<file path="src/rtl/irq_arb_pkg.sv">
package irq_arb_pkg;
  localparam int PRIO_W = 8;
  localparam int BP_W   = $clog2(PRIO_W);
  localparam int SH_W   = BP_W + 1;

  typedef struct packed {
    logic [PRIO_W-1:0] grpMask;
    logic              thrEn;
    logic [PRIO_W-1:0] thrVal;
    logic              maskAll;
  } arbCtrlT;
endpackage

</file>
<file path="src/rtl/irq_arb_ctrl.sv">
module irq_arb_ctrl
  import irq_arb_pkg::*;
#(
  parameter int NUM_IRQ = 8,
  localparam int IDX_W  = $clog2(NUM_IRQ)
) (
  input  logic              clk,
  input  logic              rst_n,
  input  logic [BP_W-1:0]   binPoint,
  input  logic              globalMask,
  input  logic [PRIO_W-1:0] basePri,
  input  logic              threadMode,
  input  logic [PRIO_W-1:0] activePrio,
  input  logic              candValid,
  input  logic [IDX_W-1:0]  candIdx,
  input  logic [PRIO_W-1:0] candGroup,
  output arbCtrlT           ctrl,
  output logic [IDX_W-1:0]  winIrq,
  output logic              winValid,
  output logic              preemptReq
);
  logic [SH_W-1:0]   shAmt;
  logic [PRIO_W-1:0] activeGroup;
  logic              preemptNext;

  // Group field occupies the bits above the binary point.
  always_comb begin
    shAmt        = SH_W'(binPoint) + SH_W'(1);
    ctrl.grpMask = {PRIO_W{1'b1}} << shAmt;
    ctrl.thrEn   = (basePri != '0);
    ctrl.thrVal  = basePri;
    ctrl.maskAll = globalMask;
  end

  always_comb begin
    activeGroup = activePrio & ctrl.grpMask;
    preemptNext = candValid && (threadMode || (candGroup < activeGroup));
  end

  always_ff @(posedge clk or negedge rst_n) begin
    if (!rst_n) begin
      winValid   <= 1'b0;
      winIrq     <= '0;
      preemptReq <= 1'b0;
    end else begin
      winValid   <= candValid;
      winIrq     <= candValid ? candIdx : '0;
      preemptReq <= preemptNext;
    end
  end
endmodule

</file>
<file path="src/rtl/irq_arb_datapath.sv">
module irq_arb_datapath
  import irq_arb_pkg::*;
#(
  parameter int NUM_IRQ = 8,
  localparam int IDX_W  = $clog2(NUM_IRQ)
) (
  input  logic [NUM_IRQ-1:0]        pendVec,
  input  logic [NUM_IRQ*PRIO_W-1:0] prioFlat,
  input  arbCtrlT                   ctrl,
  output logic                      candValid,
  output logic [IDX_W-1:0]          candIdx,
  output logic [PRIO_W-1:0]         candGroup
);
  logic [NUM_IRQ-1:0] elig;
  logic               chainV   [NUM_IRQ];
  logic [IDX_W-1:0]   chainIdx [NUM_IRQ];
  logic [PRIO_W-1:0]  chainGrp [NUM_IRQ];
  logic [PRIO_W-1:0]  chainSub [NUM_IRQ];

  for (genvar i = 0; i < NUM_IRQ; i++) begin : g_stage
    logic [PRIO_W-1:0] prio, grp, sub;
    logic              take;

    always_comb begin
      prio    = prioFlat[i*PRIO_W +: PRIO_W];
      grp     = prio & ctrl.grpMask;
      sub     = prio & ~ctrl.grpMask;
      elig[i] = pendVec[i] & ~ctrl.maskAll & (~ctrl.thrEn | (prio < ctrl.thrVal));
    end

    if (i == 0) begin : g_first
      always_comb begin
        take        = elig[0];
        chainV[0]   = elig[0];
        chainIdx[0] = '0;
        chainGrp[0] = grp;
        chainSub[0] = sub;
      end
    end else begin : g_next
      // Strict compares keep the earlier (lower) index on a full tie.
      always_comb begin
        take = elig[i] & (~chainV[i-1]
                          | (grp < chainGrp[i-1])
                          | ((grp == chainGrp[i-1]) & (sub < chainSub[i-1])));
        chainV[i]   = chainV[i-1] | elig[i];
        chainIdx[i] = take ? IDX_W'(i) : chainIdx[i-1];
        chainGrp[i] = take ? grp : chainGrp[i-1];
        chainSub[i] = take ? sub : chainSub[i-1];
      end
    end
  end

  assign candValid = chainV[NUM_IRQ-1];
  assign candIdx   = chainIdx[NUM_IRQ-1];
  assign candGroup = chainGrp[NUM_IRQ-1];
endmodule

</file>
<file path="src/rtl/irq_group_arbiter.sv">
module irq_group_arbiter
  import irq_arb_pkg::*;
#(
  parameter int NUM_IRQ = 8,
  localparam int IDX_W  = $clog2(NUM_IRQ)
) (
  input  logic                      clk,
  input  logic                      rst_n,
  input  logic [NUM_IRQ-1:0]        pendVec,
  input  logic [NUM_IRQ*PRIO_W-1:0] prioFlat,
  input  logic [BP_W-1:0]           binPoint,
  input  logic [PRIO_W-1:0]         activePrio,
  input  logic                      threadMode,
  input  logic                      globalMask,
  input  logic [PRIO_W-1:0]         basePri,
  output logic [IDX_W-1:0]          winIrq,
  output logic                      winValid,
  output logic                      preemptReq
);
  arbCtrlT           ctrl;
  logic              candValid;
  logic [IDX_W-1:0]  candIdx;
  logic [PRIO_W-1:0] candGroup;

  irq_arb_datapath #(.NUM_IRQ(NUM_IRQ)) u_dp (
    .pendVec   (pendVec),
    .prioFlat  (prioFlat),
    .ctrl      (ctrl),
    .candValid (candValid),
    .candIdx   (candIdx),
    .candGroup (candGroup)
  );

  irq_arb_ctrl #(.NUM_IRQ(NUM_IRQ)) u_ctrl (
    .clk        (clk),
    .rst_n      (rst_n),
    .binPoint   (binPoint),
    .globalMask (globalMask),
    .basePri    (basePri),
    .threadMode (threadMode),
    .activePrio (activePrio),
    .candValid  (candValid),
    .candIdx    (candIdx),
    .candGroup  (candGroup),
    .ctrl       (ctrl),
    .winIrq     (winIrq),
    .winValid   (winValid),
    .preemptReq (preemptReq)
  );
endmodule

</file>
<file path="config.mk">
export PLATFORM = sky130hd
export DESIGN_NAME = irq_group_arbiter
export DESIGN_NICKNAME = d
export VERILOG_FILES = /design/src/rtl/irq_arb_pkg.sv /design/src/rtl/irq_arb_ctrl.sv /design/src/rtl/irq_arb_datapath.sv /design/src/rtl/irq_group_arbiter.sv
export SDC_FILE = /design/constraint.sdc
export NUM_CORES = 1
export LEC_CHECK = 0
export BUFFER_PORTS_ARGS = -buffer_cell sky130_fd_sc_hd__buf_2
export CORE_UTILIZATION = 60
export DETAILED_ROUTE_END_ITERATION = 12
export PLACE_DENSITY = 0.93
export SLEW_MARGIN = 5
export SYNTH_ARGS = -nofsm -noshare
export SYNTH_HDL_FRONTEND = slang
export SYNTH_SLANG_ARGS = --single-unit
</file>
<file path="constraint.sdc">
create_clock -name clk -period 0.8 [get_ports clk]
set_input_delay 0.12 -clock clk [delete_from_list [all_inputs] [get_ports clk]]
set_output_delay 0.12 -clock clk [all_outputs]
set_load 0.005 [all_outputs]
</file>
==> results of run 1 <==
==> cells in the mapped netlist (all sizes together), types with 4 or more instances <==
| cell | n |
|---|---|
| buf | 11 |
| a21oi | 82 |
| o2111ai | 7 |
| and3 | 8 |
| mux2 | 16 |
| a2111oi | 6 |
| a21o | 35 |
| o211ai | 11 |
| nand4b | 6 |
| inv | 55 |
| dfrtp | 5 |
| and4 | 5 |
| nand2b | 21 |
| nor2 | 83 |
| nand4 | 7 |
| nor3 | 13 |
| o21a | 4 |
| nor2b | 29 |
| ha | 156 |
| o21ai | 78 |
| a21boi | 6 |
| or3 | 5 |
| nor3b | 4 |
| and2 | 57 |
| o221ai | 4 |
| or2 | 5 |
| a211oi | 7 |
| nand3 | 14 |
| nand2 | 116 |
| mux2i | 21 |
| clkbuf | 20 |
| a31oi | 22 |
==> cell families after synthesis <==
group	after synthesis	share of synthesized area (%)
buffers and inverters	86	5.25
adder cells (fa/ha/maj)	156	28.9
XOR/XNOR	6	0.890
AO/OA/AOI/OAI	293	28.6
multiplexers	37	6.14
flip-flops	5	1.85
AND/OR/NAND/NOR	382	28.4
==> metrics by stage <==
| step | utilization, % | hold WS (ps) |
|---|---|---|
| floorplan | - | -176 |
| global placement | 88.3 | -61.2 |
| detailed placement | 88.3 | -52.9 |
==> results.toml, run 1 <==
[placed_design]
place_ws_ps = -16580
finalWeightedCongestion = 1.02
dp.cells = 1437
port_buffers = 99
dpl_cell_area_sq_um = 9620
place_hpwl_microns = 27100

[clock_tree]
cts_max_path_buffers = 2
cts.sinks = 5
cts_repair_resize_count = 181
post_cts_buffers = 82
cts_buffers = 3
h-tree-depth = 1
cts-root-buf = "clkbuf_8"
ctsHoldBuffers = 1

[floorplan]
num_rows = 38
dieWidth_microns = 108
pin_count = 100
initial_utilization_pct = 62.0
die_h_microns = 108

[synthesis]
ys_seq_area_share_pct = 1.85
async_reset_ff_share_pct = 100
synth_flop_cell = "dfrtp_1"
synth.distinct_cells = 80
syn_nets = 1216
synth_edf_count = 0
yosysWarnings = 0
yosysTopAreaCell = "ha_1"
ys_ff_latch = 5
avgSynthCellArea_sq_um = 7.00
synthTopCellsByArea = "ha_1 29%, nand2_1 6.4%, a21oi_1 6.0%, and2_1 5.3%, o21ai_0 5.2%"
syn_area_sq_um = 6750
synth_top_area_share_pct = 28.9
syn_inst = 965

[status]
firstError = "[ERROR DPL-0038] Utilization greater than 100%, impossible to legalize"
status = "stopped before the end"
haltStage = "4_1_cts"
==> inputs of run 2 (changes only) <==
CORE_UTILIZATION = 40   (was 60)
PLACE_DENSITY = default   (was 0.93)
PLACE_DENSITY_LB_ADDON = 0.15   (was default)
==> results.toml, run 2 <==
[status]
status = "finished with violations"
violations = "setup timing"

[setup_path]
cp_max_fo = 8
critPathKind = "input pin to register"
crit_path_top_delay_cell = "or3_4"
critPathArrivalTime_ps = 15950
crit_path_start_kind = "input pin"
worstPathRequired_ps = 900
slowest_delay_ps = 410
worstSetupEndpointType = "register"

[sta]
fin_setup_tns_ps = -59000
worst_pin_slew_ps = 677
rsz0062_at_grt = "true"
period_minus_slack_ps = 15850
drv_slew = 0
fin_ws_ps = -15050
holdWs_ps = 247
setup_viol = 10
max-slew-margin-rel_pct = 54.7
max_freq_ghz = 0.0631
hold_violations = 0
post-route-period-util_pct = 1980

[floorplan]
pin_count = 100
dieArea_sq_um = 17400
die_h_microns = 132
dieWidth_microns = 132
initial_utilization_pct = 40.8
core_area_sq_um = 16500
num_rows = 47

[synthesis]
syn_inst = 965
synth_fa_ha_area_share_pct = 28.9
ys_top_cells_by_count = "156 x ha_1, 115 x nand2_1, 83 x nor2_1"
muxShareOfSynthArea_pct = 6.14
async_reset_ff_share_pct = 100
yosysWarnings = 0
ys_ff_latch = 5
synth_top_family_by_area = "adder cells"
synthTopCellsByArea = "ha_1 29%, nand2_1 6.4%, a21oi_1 6.0%, and2_1 5.3%, o21ai_0 5.2%"
synth_edf_count = 0
avgSynthCellArea_sq_um = 7.00
synth.distinct_cells = 80
synth_most_common_cell = "ha_1"
synth_compound_area_share_pct = 28.6
synth_flop_cell = "dfrtp_1"
synth_top_area_share_pct = 28.9
yosysTopAreaCell = "ha_1"
ys_seq_area_share_pct = 1.85
yosys.area_share.simple_pct = 28.4
synth-xor-area-share_pct = 0.890
syn_nets = 1216
syn_area_sq_um = 6750

[power_and_ir_drop]
p_total_mw = 14.3
p_leak_nw = 5.91
power_per_cell_area_nw_per_um2 = 1210
ir_drop_v = 0.00107

[detailed_routing]
via_per_inst = 5.84
via_count = 9650
wirelength_microns = 31700
first_pass_iters = 5
antenna_left = 0
wl_per_cell_microns = 19.2
drcViolationCount = 0
drtIter0Drc = 912

[clock_tree]
h-tree-depth = 1
path_clk_slew_ps = 30
cts-root-buf = "clkbuf_16"
tritoncts = "done"
cts_buffers = 3
cts_max_path_buffers = 2
cts.sinks = 5

[final_layout]
layout_common_cells = "367 x buf_4, 126 x ha_1, 98 x nand2_1, 98 x buf_2, 60 x nor2_1"
largest_reg_flops = 3
final_common_cell = "buf_4"
top_register = "u_ctrl.winIrq"
stdcell_area_sq_um = 11800
nets = 1684
reg.largest.list = "u_ctrl.winIrq (3), u_ctrl.preemptReq (1), u_ctrl.winValid (1)"
diodes = 0
final_util_pct = 71.7
layout-drive-gt1-share_pct = 50.1
final_cell_count_no_fill = 1652
area_growth_pct = 75.5

[placed_design]
port_buffers = 99
place_hpwl_microns = 22200
place_ws_ps = -15450
dpl_cell_area_sq_um = 9950
dp.cells = 1551
finalWeightedCongestion = 0.973

[min_path]
hold_path.class = "input pin to async pin"

[grt]
grt_max_degree = 18
grt_pass1_vias = 9054
grtUsageTotal_pct = 32.4
antenna_found_initial = 0
grt_overflow = 0
grt_pass1_wl_microns = 45700

[flow_run]
maxCapViolations = 0
==> run 2: cell counts after synthesis <==
No cell type changed its count.
==> run 2: worst max-delay path, delay by kind of cell <==
family | cells | cell delay [ps]
AO/OA/AOI/OAI | 37 | 6090
AND/OR/NAND/NOR | 30 | 4360
adder cells (fa/ha/maj) | 9 | 2370
buffers and inverters | 11 | 1420
multiplexers | 5 | 1250
XOR/XNOR | 1 | 290
==> run 2: repair_timing <==
action                                 in CTS  in global routing
setup endpoints to repair                  10                 10
hold buffers                                1                  0
endpoints found under the hold margin       5                  0
gates resized for setup                   119                115
gates cloned                                2                  0
buffers inserted                           76                 19
pin swaps                                  84                 85
==> run 2: cell type report <==
cell class	count	area, sq um
multi-input cells	875	7580
fillers	1225	4680
repair buffers	493	3570
well taps	220	275
inverters	55	210
flip-flops and latches	5	125
clock buffers	4	78.8
==> run 2: cell families after synthesis <==
family / count (synthesis)
XOR/XNOR: 6
multiplexers: 37
AND/OR/NAND/NOR: 382
AO/OA/AOI/OAI: 293
flip-flops: 5
buffers and inverters: 86
adder cells (fa/ha/maj): 156
==> run 2: worst paths after layout <==
| check | end | depth (start not counted) | startpoint | slack, ps |
|---|---|---|---|---|
| setup / recovery | u_ctrl.preemptReq | 93 | binPoint[0] | -15050 |
| hold / removal | u_ctrl.winValid | 2 | rst_n | 250 |
| max in group asynchronous | u_ctrl.winIrq[2] | 2 | rst_n | 410 |
| min in group clk | u_ctrl.preemptReq | 4 | activePrio[0] | 340 |
==> run 2: layer usage <==
layer	vias up	wire, microns	GRT usage (%)
li1	4482	-	-
met1	4513	13600	45.4
met2	524	14200	52.6
met3	131	2550	4.19
met4	0	1290	6.59
met5	-	0	0
==> run 2: power by group <==
part | internal (mW) | total [mW] | switching [mW]
clock network | 0.660 | 0.818 | 0.158
logic | 6.52 | 13.1 | 6.59
registers | 0.332 | 0.349 | 0.0173
Note: power is estimated with default switching activity, not from simulation.
